<file path="src/rtl/chs_pkg.sv">
package chs_pkg;

    typedef enum logic {
        SEQ_IDLE = 1'b0,
        SEQ_RUN  = 1'b1
    } seq_state_t;

    typedef struct packed {
        logic       encode;
        logic       log_pcm;
        logic       std726;
        logic [1:0] enh;
        logic [1:0] wcode;
    } op_cfg_t;

endpackage

</file>
<file path="src/rtl/chs_fsm.sv">
module chs_fsm #(
    parameter int STAGES = 6
) (
    input  logic              clk,
    input  logic              rst,
    input  logic              strobe,
    output logic              accept,
    output logic              finish,
    output logic              busy,
    output logic [STAGES-1:0] stage_hot
);
    import chs_pkg::*;

    localparam logic [STAGES-1:0] FIRST = {{(STAGES-1){1'b0}}, 1'b1};

    seq_state_t state_q, state_d;
    logic [STAGES-1:0] stage_q, stage_d;

    // state register
    always_ff @(posedge clk or posedge rst) begin
        if (rst) begin
            state_q <= SEQ_IDLE;
            stage_q <= '0;
        end else begin
            state_q <= state_d;
            stage_q <= stage_d;
        end
    end

    // next state and outputs
    always_comb begin
        state_d = state_q;
        stage_d = stage_q;
        accept  = 1'b0;
        finish  = 1'b0;
        unique case (state_q)
            SEQ_IDLE: begin
                if (strobe) begin           // ACCEPT
                    accept  = 1'b1;
                    state_d = SEQ_RUN;
                    stage_d = FIRST;
                end
            end
            SEQ_RUN: begin
                if (stage_q[STAGES-1]) begin // FINISH
                    finish  = 1'b1;
                    state_d = SEQ_IDLE;
                    stage_d = '0;
                end else begin               // ADVANCE
                    stage_d = stage_q << 1;
                end
            end
            default: begin
                state_d = SEQ_IDLE;
                stage_d = '0;
            end
        endcase
    end

    assign busy      = (state_q == SEQ_RUN);
    assign stage_hot = stage_q;

endmodule

</file>
<file path="src/rtl/chs_capture.sv">
module chs_capture #(
    parameter int CHAN_W = 10,
    parameter int PCM_W  = 14,
    parameter int ADP_W  = 5
) (
    input  logic              clk,
    input  logic              rst,
    input  logic              accept,
    input  chs_pkg::op_cfg_t  cfg_in,
    input  logic [CHAN_W-1:0] chan_in,
    input  logic [PCM_W-1:0]  pcm_in,
    input  logic [ADP_W-1:0]  adpcm_in,
    output chs_pkg::op_cfg_t  cfg_q,
    output logic [CHAN_W-1:0] chan_q,
    output logic [PCM_W-1:0]  pcm_q,
    output logic [ADP_W-1:0]  adpcm_q
);
    always_ff @(posedge clk or posedge rst) begin
        if (rst) begin
            cfg_q   <= '0;
            chan_q  <= '0;
            pcm_q   <= '0;
            adpcm_q <= '0;
        end else if (accept) begin
            cfg_q   <= cfg_in;
            chan_q  <= chan_in;
            pcm_q   <= pcm_in;
            adpcm_q <= adpcm_in;
        end
    end
endmodule

</file>
<file path="src/rtl/chs_result.sv">
module chs_result #(
    parameter int PCM_W = 14,
    parameter int ADP_W = 5,
    parameter int LOG_W = 8
) (
    input  logic             clk,
    input  logic             rst,
    input  logic             accept,
    input  logic             accept_enc,
    input  logic             finish,
    input  chs_pkg::op_cfg_t cfg_q,
    input  logic [PCM_W-1:0] pcm_q,
    input  logic [ADP_W-1:0] adpcm_q,
    output logic             enc_stat,
    output logic             dec_stat,
    output logic [PCM_W-1:0] pcm_out,
    output logic [ADP_W-1:0] adpcm_out
);
    localparam int MIN_W = ADP_W - 3;

    logic [ADP_W-1:0] mask;
    logic [ADP_W-1:0] enc_word;
    logic [PCM_W-1:0] dec_word;

    // MSB-aligned mask for the selected word width
    always_comb begin
        mask = '0;
        for (int i = 0; i < ADP_W; i++) begin
            if (i < (MIN_W + int'(cfg_q.wcode)))
                mask[ADP_W-1-i] = 1'b1;
        end
    end

    // pass-through stand-in for the transcoding datapath
    always_comb begin
        if (cfg_q.log_pcm)
            enc_word = pcm_q[LOG_W-1 -: ADP_W] & mask;
        else
            enc_word = pcm_q[PCM_W-1 -: ADP_W] & mask;
        dec_word = '0;
        if (cfg_q.log_pcm)
            dec_word[LOG_W-1 -: ADP_W] = adpcm_q & mask;
        else
            dec_word[PCM_W-1 -: ADP_W] = adpcm_q & mask;
    end

    always_ff @(posedge clk or posedge rst) begin
        if (rst) begin
            enc_stat  <= 1'b1;
            dec_stat  <= 1'b1;
            pcm_out   <= '0;
            adpcm_out <= '0;
        end else if (accept) begin
            if (accept_enc) enc_stat <= 1'b0;
            else            dec_stat <= 1'b0;
        end else if (finish) begin
            if (cfg_q.encode) begin
                adpcm_out <= enc_word;
                enc_stat  <= 1'b1;
            end else begin
                pcm_out   <= dec_word;
                dec_stat  <= 1'b1;
            end
        end
    end
endmodule

</file>
<file path="src/rtl/chs_top.sv">
module chs_top #(
    parameter int CHAN_W = 10,
    parameter int PCM_W  = 14,
    parameter int ADP_W  = 5,
    parameter int STAGES = 6
) (
    input  logic              clk,
    input  logic              rst,
    input  logic              strobe,
    input  logic              enc_sel,
    input  logic [CHAN_W-1:0] chan_in,
    input  logic              log_sel,
    input  logic              std726_sel,
    input  logic [1:0]        enh_bits,
    input  logic [1:0]        word_bits,
    input  logic [PCM_W-1:0]  pcm_in,
    input  logic [ADP_W-1:0]  adpcm_in,
    output logic              busy,
    output logic              enc_stat,
    output logic              dec_stat,
    output logic [PCM_W-1:0]  pcm_out,
    output logic [ADP_W-1:0]  adpcm_out,
    output logic [STAGES-1:0] stage_hot,
    output logic [CHAN_W-1:0] cur_chan,
    output logic              cur_encode,
    output logic              cur_std726,
    output logic [1:0]        cur_enh
);
    import chs_pkg::*;

    logic             accept, finish;
    op_cfg_t          cfg_in, cfg_q;
    logic [PCM_W-1:0] pcm_q;
    logic [ADP_W-1:0] adpcm_q;

    assign cfg_in = '{encode: enc_sel, log_pcm: log_sel, std726: std726_sel,
                      enh: enh_bits, wcode: word_bits};

    chs_fsm #(.STAGES(STAGES)) u_fsm (
        .clk(clk), .rst(rst), .strobe(strobe),
        .accept(accept), .finish(finish), .busy(busy), .stage_hot(stage_hot)
    );

    chs_capture #(.CHAN_W(CHAN_W), .PCM_W(PCM_W), .ADP_W(ADP_W)) u_cap (
        .clk(clk), .rst(rst), .accept(accept), .cfg_in(cfg_in),
        .chan_in(chan_in), .pcm_in(pcm_in), .adpcm_in(adpcm_in),
        .cfg_q(cfg_q), .chan_q(cur_chan), .pcm_q(pcm_q), .adpcm_q(adpcm_q)
    );

    chs_result #(.PCM_W(PCM_W), .ADP_W(ADP_W)) u_res (
        .clk(clk), .rst(rst), .accept(accept), .accept_enc(enc_sel),
        .finish(finish), .cfg_q(cfg_q), .pcm_q(pcm_q), .adpcm_q(adpcm_q),
        .enc_stat(enc_stat), .dec_stat(dec_stat),
        .pcm_out(pcm_out), .adpcm_out(adpcm_out)
    );

    assign cur_encode = cfg_q.encode;
    assign cur_std726 = cfg_q.std726;
    assign cur_enh    = cfg_q.enh;

endmodule

</file>
<file path="config.mk">
export PLATFORM = sky130hd
export DESIGN_NAME = chs_top
export DESIGN_NICKNAME = d
export VERILOG_FILES = /design/src/rtl/chs_pkg.sv /design/src/rtl/chs_fsm.sv /design/src/rtl/chs_capture.sv /design/src/rtl/chs_result.sv /design/src/rtl/chs_top.sv
export SDC_FILE = /design/constraint.sdc
export NUM_CORES = 1
export LEC_CHECK = 0
export BUFFER_PORTS_ARGS = -buffer_cell sky130_fd_sc_hd__clkbuf_2
export CAP_MARGIN = 0
export CORE_ASPECT_RATIO = 0.5
export CORE_MARGIN = 4
export CORE_UTILIZATION = 45
export DETAILED_ROUTE_END_ITERATION = 12
export GPL_TIMING_DRIVEN = 0
export MAX_ROUTING_LAYER = met4
export PLACE_DENSITY = 0.76
export SLEW_MARGIN = 20
export SYNTH_ARGS = -nofsm -noshare
export SYNTH_HDL_FRONTEND = slang
export SYNTH_SLANG_ARGS = --single-unit
</file>
<file path="constraint.sdc">
create_clock -name clk -period 4.3 [get_ports clk]
set_input_delay 0.215 -clock clk [delete_from_list [all_inputs] [get_ports clk]]
set_output_delay 0.215 -clock clk [all_outputs]
set_load 0.01 [all_outputs]
</file>
Yosys cells after proc, flatten, opt, wreduce, memory -nomap -nowiden
Index checks and enable logic that the tools add are counted.
{"block": "word_totals", "register_bits": 60, "latchBits": 0, "ramBits": 0, "mem_bits_ro": 0, "in_bits": 39, "out_inout_bits": 42, "elab_cells": 61, "mem_count": 0}
{"block": "classes", "n_addsub": 1, "mul": 0, "div": 0, "order_cmp": 5, "eq_ne": 4, "shift": 0, "mux": 25, "bitwise": 6, "n_reduce_logical": 6}
{"cell": "less-than comparator 3 x 32 -> 1 bit (first input constant)", "count": 2}
{"cell": "less-than comparator 2 x 32 -> 1 bit (first input constant)", "count": 1}
{"cell": "less-than comparator 4 x 32 -> 1 bit (first input constant)", "count": 1}
{"cell": "two-way mux 1 bit", "count": 18}
{"cell": "bitwise AND 5 bit", "count": 3}
{"cell": "two-way mux 5 bit", "count": 3}
{"cell": "two-way mux 6 bit", "count": 2}
{"cell": "one-hot mux 6 bit (2 select lines)", "count": 1}
{"cell": "AND reduction 3 bit", "count": 4}
{"cell": "inequality test 2 bit (second input constant)", "count": 4}
{"cell": "nonzero test 2 bit", "count": 2}
{"cell": "adder 2 x 2 -> 3 bit (first input constant)", "count": 1}
{"cell": "less-than comparator 1 x 3 -> 1 bit (first input constant)", "count": 1}
{"cell": "inverter 1 bit", "count": 3}
{"cell": "one-hot mux 1 bit (2 select lines)", "count": 1}

Depth between registers and ports, before layout
Gate-level depths: netlist (run 1).
{"block": "depth", "depth_word": 5, "ltp_mapped": 6, "depth_no_buf": 3}

By module
From an unflattened synthesis (run 1), not the netlist that was laid out.
{"block": "unflattened", "hier_cells": 181, "hier_area_um2": 2588.7}
{"module": "chs_capture", "instances": 1, "cells_per_inst": 77, "area_each_um2": 1493.9, "seq_area_each_um2": 900.9}
{"module": "chs_result", "instances": 1, "cells_per_inst": 80, "area_each_um2": 807.0, "seq_area_each_um2": 427.9}
{"module": "chs_fsm", "instances": 1, "cells_per_inst": 24, "area_each_um2": 287.8, "seq_area_each_um2": 175.2}

Worst setup path after synthesis (run 1)
OpenSTA, ideal clock, no wires.
{"block": "synth_path", "kind": "reg-to-reg", "from": "register u_fsm.state_q (netlist: u_fsm.busy)", "to": "register u_cap.cfg_q[6] (netlist name)", "setup_time_ns": 0.118, "t_arrival_ns": 1.061, "required_time_ns": 4.182, "slack_ns": 3.121, "path_stages_with_launch": 7, "n_path_buf": 3, "period_less_slack_ns": 1.179, "path_cell_list": "dfrtp_1 buf_4 nand2b_1 buf_2 buf_6 nand2_1 nand2_1"}
{"block": "synth_via", "elab_chain_cells": 1}
{"item": "start: declaration", "line_no": "chs_fsm.sv:16", "text": "seq_state_t state_q, state_d;"}
{"item": "start signal: assignment", "line_no": "chs_fsm.sv:25", "text": "state_q <= state_d;"}
{"item": "two-way mux 1 bit", "line_no": "chs_fsm.sv:36", "text": "unique case (state_q)"}
No other way between the ends.
A chain may end at the register's enable or synchronous reset.

Worst setup path in the final report (run 1)
{"block": "layout_path", "from": "register u_fsm.state_q (netlist: u_fsm.busy)", "to": "register u_cap.cfg_q[6] (netlist name)"}
{"block": "layout_via", "elab_chain_cells": 1}
{"item": "two-way mux 1 bit", "line_no": "chs_fsm.sv:36"}
No other way between the ends.

==> out/metrics.cfg, run 1 <==
[cells_and_area]
fill_cells=448
drive_gt1_share_pct=32.3
n_antenna_cell=0
area_delta_synth_final_pct=24.4
finalNonFillerCells=395
multi_input_area_sq_um=766
register_area_sq_mm=0.00140
fin_nets=364

[routing]
drc=0
wirelength_mm=5.02
ant_nets=0
wl_per_cell_microns=12.7
routed_via_density=4.64
drtPass1Iterations=4
vias=1834
drt_iter0_drc=66

[flow_run]
cap_violations=0

[timing]
fin_skew_ns=0.00293
period_share_pct=28.8
finalSetupViolCount=0
hold_viol=0
fin_crit_ns=1.24
fmax_mhz=806
tns_ns=0
rsz0062_at_grt=no
slew_viol_final=0

[die]
die-area_sq_mm=0.00643
ios=81
die_w_microns=110
die_height_microns=58.8
rows=18
initial_utilization_pct=46.8
core-area_sq_mm=0.00495

[yosys]
synth-compound-area-share_pct=7.61
postSynthCellCount=241
synth_edf_count=0
async_flop_share_pct=100
synthAdderAreaFrac_pct=0
syn_avg_cell_area_sq_um=9.62
synth_simple_gate_area_share_pct=22.6
synth_top_family_by_area=simple AND/OR/NAND/NOR gates
syn_area_sq_mm=0.00232
ys_types=23
ys_seq_elements=56
yosys_warnings=0
synthMuxAreaShare_pct=2.21
synth_top_flop_cell=dfrtp_1
synth_xor_area_share_pct=0
ys_seq_area_share_pct=60.6

[power]
ir_drop_mv=0.243
power_density_mw_per_mm2=647
total_leakage_power_nw=1.60

[cts]
post-cts-setup-buffer-count=0
htree_levels=2
cts_buffer_depth=2
path_clk_slew_ns=0.09
cts_root_buf=clkbuf_8
numCtsBuffers=5
cts_sinks=56
cts_tree=yes
clkLatencyLatePin_ns=0.30

[grt]
gr-usage-all-layers_pct=16.9
antenna_found_initial=0
grt_max_degree=38
grt_overflow=0
grt_pass1_wl_mm=8.24
grt_pass1_vias=1837

[outcome]
outcome=complete, no violations

[worst_setup_path]
path_common_cell=nand2_1
path_max_fanout=10
cp-start-kind=flop
critical_path_required_ns=4.50
crit_buf_inv=3
critPathCaptureType=flop
cp_slowest_cell=dfrtp_1
crit_chain=buf_4, nand2b_1, buf_2, buf_6, nand2_1, nand2_1
crit_family=buffers and inverters
crit_type=flop to flop
critPathArrivalTime_ns=1.44
slowest_delay_ns=0.39

[placed_design]
dpl.hpwl_mm=3.80
placed_cells=387
globalplace.congestion=0.737
port_buffers=72

[min_path]
worstHoldPathType=input port to flop

## metrics by stage
| step | setup WS, ns | instance area [sq um] | util [%] | hold WS (ns) | power [mW] |
|---|---|---|---|---|---|
| floorplan | 2.72 | 2330 | - | 0.320 | 1.33 |
| global placement | 2.16 | 2780 | 56.1 | 0.404 | 1.58 |
| detailed placement | 3.07 | 2800 | 56.5 | 0.235 | 1.62 |
| CTS | 3.05 | 2890 | 58.2 | 0.0916 | 1.89 |
| global route | 2.95 | 2890 | 58.2 | 0.0896 | 2.02 |
| finish | 3.06 | 2890 | 58.2 | 0.0953 | 1.87 |
## layout by cell type (no fill, tap or decap), types with 4 or more instances in the layout
cell        n
buf_2       5
dfrtp_1    54
nand2b_1    5
nor2_1      8
buf_4      12
o21ai_0     4
clkbuf_8    5
conb_1      4
mux2i_1     4
nand2_1   112
a22o_1      5
clkbuf_2   72
o21ai_1     8
## layer usage
| metal | up-vias | part of all wire [%] | GRT usage, % |
|---|---|---|---|
| li1 | 914 | - | - |
| met1 | 872 | 44 | 20.9 |
| met2 | 41 | 49 | 28.3 |
| met3 | 7 | 5.8 | 4.60 |
| met4 | 0 | 1.3 | 3.73 |
| met5 | - | 0 | - |
## worst paths after layout
| kind | from | endpoint | slack [ns] | depth (start not counted) |
|---|---|---|---|---|
| worst max-delay path | u_fsm.busy$_DFF_PP0_ | u_cap.cfg_q[6]$_DFFE_PP0P_ | 3.06 | 6 |
| worst min-delay path | chan_in[2] | u_cap.chan_q[2]$_DFFE_PP0P_ | 0.1 | 3 |
| worst max register to register | u_fsm.busy$_DFF_PP0_ | u_cap.cfg_q[6]$_DFFE_PP0P_ | 3.06 | 6 |
| worst min register to register | u_res.dec_stat$_DFFE_PP1P_ | u_res.dec_stat$_DFFE_PP1P_ | 0.47 | 2 |
| max in group asynchronous | rst | u_res.dec_stat$_DFFE_PP1P_ | 3.23 | 4 |
| min in group asynchronous | rst | u_cap.pcm_q[11]$_DFFE_PP0P_ | 0.47 | 3 |
## cells by family (layout without fill, tap and decap cells)
kind of cell,after synthesis,count (layout)
simple gates,132,132
compound gates,24,24
mux,5,5
buf+inv,23,104
other cells,1,4
flops,56,56
## layout make-up
cell class / instances / share of cell area [%]
Buffer: 20 / 5.16
Clock buffer: 6 / 2.52
Clock inverter: 1 / 0.173
Inverter: 3 / 0.390
Multi-Input combinational cell: 165 / 26.5
Sequential cell: 56 / 48.7
Tap cell: 70 / 3.04
Timing Repair Buffer: 74 / 13.5
## synth_stat cells (3+ instances only)
| master | n | area (sq um) |
|---|---|---|
| mux2i_1 | 4 | 40.0 |
| buf_6 | 3 | 33.8 |
| inv_1 | 3 | 11.3 |
| o21ai_0 | 4 | 20.0 |
| nor2_1 | 8 | 30.0 |
| nand3_1 | 3 | 15.0 |
| nand2b_1 | 5 | 31.3 |
| buf_2 | 5 | 25.0 |
| dfrtp_1 | 54 | 1350 |
| buf_4 | 12 | 90.1 |
| a22o_1 | 5 | 43.8 |
| o31ai_2 | 3 | 37.5 |
| nand2_1 | 112 | 420 |
| o21ai_1 | 8 | 40.0 |
## sequential cells by signal, summed over array words and instances, names as in the netlist
register,count
u_res.pcm_out,10
u_cap.pcm_q,10
u_res.enc_stat,1
u_fsm.busy,1
u_fsm.stage_hot,6
u_res.dec_stat,1
u_cap.cfg_q,7
u_cap.chan_q,10
u_res.adpcm_out,5
u_cap.adpcm_q,5
## tightest hold or removal path, cell delays in order
cell and delay (ns):
clkbuf_2 0.07, nand2_1 0.04, nand2_1 0.04
## repair_timing
action,4_1_cts,5_1_grt
hold buffers,1,0
hold endpoints to repair,19,0
resized for setup,0,0
## report_power, final
group | switching [mW] | total, mW | internal, mW
Sequential | 0.140 | 0.895 | 0.755
Clock | 0.162 | 0.273 | 0.111
Combinational | 0.390 | 0.697 | 0.308
Total | 0.692 | 1.87 | 1.17
Note: power is estimated with default switching activity, not from simulation.
==> run 2: changes to the inputs <==
CORE_UTILIZATION = 44   (was 45)
PLACE_DENSITY = 0.78   (was 0.76)
clock period = 1 ns   (was 4.3 ns; I/O delays follow)
==> out/metrics.cfg, run 2 (synthesis results as in run 1) <==
[cells_and_area]
layout_commonest_cell=nand2_1
n_antenna_cell=0  ; unchanged
multi_input_area_sq_um=948  ; +24%
area_delta_synth_final_pct=62.3
final_core_util_pct=75.3  ; +17 points
fin_nets=414  ; +14%
design_area_sq_mm=0.00376  ; +30%
drive_gt1_share_pct=46.8  ; +15 points
final_cell_mix=nand2_1 (78), clkbuf_2 (67), dfrtp_1 (53)
top_regs=u_cap.chan_q (10), u_cap.pcm_q (10), u_res.pcm_out (10)
fill_cells=300  ; -33%
register_area_sq_mm=0.00141  ; about the same

[worst_setup_path]
crit_path_start=u_cap.cfg_q[1]$_DFFE_PP0P_
cp-start-kind=flop
slowest_delay_ns=0.52  ; +0.13 ns
reg2reg_depth=3  ; -3
cp_slowest_cell=dfrtp_1
crit_chain=o21ai_1, nor2_1, a22o_1
r2r-start=u_cap.cfg_q[1]$_DFFE_PP0P_
endpoint=u_res.pcm_out[5]$_DFFE_PP0P_
rrSetupSlack_ns=-0.28  ; -3.34 ns
r2r-end=u_res.pcm_out[5]$_DFFE_PP0P_
critPathCaptureType=flop
crit_type=flop to flop
path_max_fanout=8  ; -2
critical_path_required_ns=1.21  ; -3.29 ns
critPathArrivalTime_ns=1.50  ; +0.06 ns

[die]
initial_utilization_pct=46.4  ; -0.42 points
die-area_sq_mm=0.00657  ; +2.0%
die_height_microns=59.3  ; +0.98%
ios=81  ; unchanged
rows=18  ; unchanged
core-area_sq_mm=0.00500  ; +0.91%
die_w_microns=111  ; +1.0%

[timing]
hold_viol=0  ; unchanged
fmax_mhz=780  ; -3.2%
slew_viol_final=0  ; unchanged
slew_headroom_pct=66.6
period_share_pct=128  ; +99 points
rsz0062_at_grt=yes
fin_skew_ns=0.0139  ; +0.0110 ns
finalSetupViolCount=60  ; +60
fin_crit_ns=1.28  ; +0.0413 ns
fin_ws_ns=-0.282  ; -3.34 ns
worst_slew_pin_slew_ns=0.500

[grt]
grt_max_degree=37  ; -2.6%
grt_overflow=0  ; unchanged
antenna_found_initial=0  ; unchanged
gr-usage-all-layers_pct=21.4  ; +4.4 points
grt_pass1_vias=2161  ; +18%
grt_pass1_wl_mm=10.6  ; +28%

[placed_design]
port_buffers=72  ; unchanged
place_area_sq_mm=0.00285  ; +1.8%
dpl.hpwl_mm=3.82  ; +0.51%
globalplace.congestion=0.766  ; +4.0%

[cts]
clkLatencyLatePin_ns=0.33  ; +0.03 ns
htree_levels=2  ; unchanged
cts_sinks=56  ; unchanged
cts_root_buf=clkbuf_8
path_clk_slew_ns=0.11  ; +0.02 ns
cts_buffer_depth=2  ; unchanged
cts_tree=yes
numCtsBuffers=5  ; unchanged

[min_path]
min-delay-start=strobe
worstHoldPathType=input port to flop
whs_path_depth=2  ; -1

[flow_run]
cap_violations=0  ; unchanged

[routing]
drt_iter0_drc=208  ; +220%
drc=0  ; unchanged
wl_per_cell_microns=18.2  ; +44%
ant_nets=0  ; unchanged
vias=2334  ; +27%
routed_via_density=5.23  ; +13%
wirelength_mm=8.14  ; +62%
drtPass1Iterations=5  ; +1

[power]
total_leakage_power_nw=1.95  ; +22%
ir_drop_mv=1.36  ; +460%
power_density_mw_per_mm2=2740  ; +320%

[outcome]
outcome=finished, violations left
violations=setup timing

-- run 2: changes by cell type in the layout (fill, tap and decap cells not counted), moves of 4 or more --
| cell | delta |
|---|---|
| nand2_1 | -34 |
| dlygate4sd3_1 | +32 |
| nand2_2 | +31 |
| buf_6 | +20 |
| clkbuf_2 | -5 |
| buf_2 | -4 |
| buf_8 | +4 |
| nor2_1 | -4 |
| o21ai_0 | -4 |
| o21ai_2 | +4 |
-- run 2: cell type report --
class	count	share of cell area, %
flip-flops and latches	56	37.3
repair buffers	126	26.5
multi-input cells	165	25.2
plain buffers	18	5.29
well taps	70	2.33
clock buffers	5	1.83
clock inverters	3	1.13
inverters	3	0.399
-- run 2: worst min path at each step --
stage,end,slack (ns)
after floorplan,u_cap.adpcm_q[0]$_DFFE_PP0P_,0.13
after global placement,u_cap.chan_q[1]$_DFFE_PP0P_,0.24
after detailed placement,u_res.pcm_out[12]$_DFFE_PP0P_,0.09
after CTS,u_fsm.stage_hot[2]$_DFFE_PP0P_,0.03
after global routing,u_fsm.stage_hot[1]$_DFFE_PP0P_,0.06
final,u_fsm.stage_hot[1]$_DFFE_PP0P_,0.05
-- run 2: power by group --
part	total (mW)	internal [mW]	switching, mW	leakage [nW]
Clock	1.53	0.743	0.784	0.0541
Combinational	4.68	2.32	2.36	1.19
Sequential	4.12	3.25	0.864	0.713
-- run 2: per-stage QoR --
stage,total power [mW],std cells,TNS [ns],setup slack [ns],hold slack (ns)
2_1_floorplan,5.87,244,-5.03,-0.136,0.130
3_3_place_gp,6.92,386,-5.31,-0.159,0.240
3_5_place_dp,7.10,387,-7.95,-0.232,0.0925
4_1_cts,9.12,439,-6.40,-0.165,0.0250
5_1_grt,10.8,446,-13.64,-0.342,0.0590
6_report,10.3,446,-11.24,-0.282,0.0502
-- run 2: routing by layer --
metal	vias to the layer above	wire length [microns]	global-route usage, %
li1	1018	-	-
met1	1148	3190	25.2
met2	143	4100	36.8
met3	25	586	4.99
met4	0	263	7.89
met5	-	0	-
-- run 2: timing repair --
item                                    in CTS  in global routing
hold endpoints to repair                    51                  0
buffers inserted                             7                  3
endpoints found under the setup margin      57                 61
gates cloned                                 6                  4
resized for setup                           29                 65
pin swaps                                    7                 30
hold buffers                                33                  0
-- run 2: worst max-delay path, delay by kind of cell, from the launching register on --
family | cells | cell delay [ns]
AND/OR/NAND/NOR | 1 | 0.11
AO/OA/AOI/OAI | 2 | 0.54
flip-flops | 1 | 0.52
==> run 3: changes to the inputs <==
SKIP_LAST_GASP = 1   (was default)
==> out/metrics.cfg, run 3 (synthesis results as in run 1) <==
[outcome]
outcome=finished, violations left
violations=setup timing

[cts]
cts_buffer_depth=2  ; unchanged
cts_root_buf=clkbuf_8
htree_levels=2  ; unchanged
numCtsBuffers=5  ; unchanged
clkLatencyLatePin_ns=0.33  ; about the same
cts_sinks=56  ; unchanged
cts_tree=yes
path_clk_slew_ns=0.10  ; about the same

[cells_and_area]
layout_commonest_cell=nand2_1
final_cell_mix=nand2_1 (73), clkbuf_2 (67), dfrtp_1 (53)
area_delta_synth_final_pct=64.5
n_antenna_cell=0  ; unchanged
top_regs=u_cap.chan_q (10), u_cap.pcm_q (10), u_res.pcm_out (10)
finalNonFillerCells=446  ; unchanged
drive_gt1_share_pct=48.1  ; +1.3 points
fin_nets=414  ; unchanged
fill_cells=287  ; -4.3%

[power]
power_frac_seq_pct=39.9  ; about the same
total_leakage_power_nw=1.97  ; +0.87%
swShare_pct=39.5  ; +0.68 points
ir_drop_mv=1.38  ; +0.98%
p_total_mw=10.6  ; +2.7%
power_density_mw_per_mm2=2780  ; +1.4%
intPower_mw=6.41  ; +1.6%
clkPwrFrac_pct=14.6  ; -0.2 points
p_switching_mw=4.19  ; +4.5%
comb_power_share_pct=45.5  ; +0.2 points

[worst_setup_path]
crit_path_start=u_fsm.busy$_DFF_PP0_
critPathArrivalTime_ns=1.49  ; about the same
endpoint=u_fsm.stage_hot[3]$_DFFE_PP0P_
path_max_fanout=4  ; -4
crit_type=flop to flop
cp-start-kind=flop
rrSetupSlack_ns=-0.27  ; +0.02 ns
critical_path_required_ns=1.22  ; about the same
r2r-end=u_fsm.stage_hot[3]$_DFFE_PP0P_
reg2reg_depth=5  ; +2
critPathCaptureType=flop
r2r-start=u_fsm.busy$_DFF_PP0_

[routing]
vias=2387  ; +2.3%
wl_per_cell_microns=19.1  ; +4.5%
drtPass1Iterations=6  ; +1
drt_iter0_drc=218  ; +4.8%
routed_via_density=5.35  ; +2.3%
drc=0  ; unchanged
ant_nets=0  ; unchanged
wirelength_mm=8.50  ; +4.5%

[die]
core-area_sq_mm=0.00500  ; unchanged
die_height_microns=59.3  ; unchanged
die_w_microns=111  ; unchanged
ios=81  ; unchanged
initial_utilization_pct=46.4  ; unchanged
rows=18  ; unchanged
die-area_sq_mm=0.00657  ; unchanged

[grt]
grt_util_met1_pct=24.8  ; -0.39 points
use_met3_pct=5.71  ; +0.71 points
gr-usage-all-layers_pct=21.3  ; -0.094 points
grt_pass1_vias=2186  ; +1.2%
use_met2_pct=35.5  ; -1.3 points
grt_overflow=0  ; unchanged
antenna_found_initial=0  ; unchanged
global_route.peak_usage_layer=met2
grt_max_degree=37  ; unchanged
grt_pass1_wl_mm=10.5  ; -0.72%

[timing]
fin_skew_ns=0.0107  ; -0.00326 ns
tns_ns=-10.41  ; +0.834 ns
finalSetupViolCount=62  ; +3.3%
rsz0062_at_grt=yes
fmax_mhz=790  ; +1.3%
period_share_pct=127  ; -1.6 points
fin_ws_ns=-0.266  ; +0.0159 ns
slew_headroom_pct=65.8  ; -0.74 points
hold_viol=0  ; unchanged
fin_crit_ns=1.27  ; -0.0159 ns
worst_slew_pin_slew_ns=0.511  ; +0.0111 ns
slew_viol_final=0  ; unchanged

[placed_design]
placed_cells=387  ; unchanged
dpl.hpwl_mm=3.82  ; unchanged
globalplace.congestion=0.766  ; unchanged
port_buffers=72  ; unchanged

[flow_run]
cap_violations=0  ; unchanged

[min_path]
worstHoldPathType=input port to flop

run 3: changes by cell type in the layout (fill, tap and decap cells not counted):
cell / before / now
buf_6: 23 / 22
nand2_2: 31 / 29
nand2_4: 3 / 10
nand2_1: 78 / 73
buf_8: 4 / 5
run 3: worst max-delay path, cell delays in order (launching register included):
cell and delay (ns):
dfrtp_1 0.41, buf_4 0.14, buf_6 0.11, buf_6 0.12, buf_4 0.13, a32o_1 0.24
run 3: cell type report:
cell class | instances | area [sq um] | area share [%]
Buffer | 18 | 203 | 5.31
Clock inverter | 3 | 42.5 | 1.12
Timing Repair Buffer | 126 | 996 | 26.1
Clock buffer | 5 | 68.8 | 1.80
Sequential cell | 56 | 1410 | 36.8
Tap cell | 70 | 87.6 | 2.30
Multi-Input combinational cell | 165 | 996 | 26.1
Inverter | 3 | 15.0 | 0.394
run 3: power by group through the flow:
stage	clock (mW)	sequential [mW]	combinational, mW
after floorplan	0	4.08	1.80
after global placement	0	3.87	3.05
after detailed placement	0	3.93	3.17
after CTS	1.52	3.89	3.67
after global routing	1.60	4.30	5.16
final	1.54	4.23	4.83
run 3: worst min-delay path by stage:
stage                from                        endpoint  slack [ns]  cells past startpoint
2_1_floorplan         rst    u_cap.adpcm_q[0]$_DFFE_PP0P_        0.13                      1
3_3_place_gp   chan_in[1]     u_cap.chan_q[1]$_DFFE_PP0P_        0.24                      3
3_5_place_dp          rst   u_res.pcm_out[12]$_DFFE_PP0P_        0.09                      2
4_1_cts            strobe  u_fsm.stage_hot[2]$_DFFE_PP0P_        0.05                      2
5_1_grt            strobe  u_fsm.stage_hot[2]$_DFFE_PP0P_        0.08                      2
6_report           strobe  u_fsm.stage_hot[2]$_DFFE_PP0P_        0.05                      2
run 3: repair_timing:
item                                    4_1_cts  5_1_grt
cloned                                        6        4
setup buffers                                 7        3
pin swaps                                     6       54
hold buffers                                 33        0
hold endpoints to repair                     52        0
endpoints found under the setup margin       57       61
gates resized for setup                      25       80
run 3: stage by stage:
| step | setup WS (ns) | hold WS, ns | util [%] | cell area (sq um) |
|---|---|---|---|---|
| 2_1_floorplan | -0.136 | 0.130 | - | 2380 |
| 3_3_place_gp | -0.159 | 0.240 | 56.6 | 2830 |
| 3_5_place_dp | -0.232 | 0.0925 | 57.0 | 2850 |
| 4_1_cts | -0.165 | 0.0486 | 69.0 | 3450 |
| 5_1_grt | -0.317 | 0.0774 | 76.3 | 3810 |
| 6_report | -0.266 | 0.0506 | 76.3 | 3810 |
run 3: layer usage:
layer | share of wire [%] | wire length, microns
met2 | 49 | 4200
met5 | 0 | 0
met4 | 3.6 | 308
met3 | 7.6 | 644
met1 | 39 | 3350
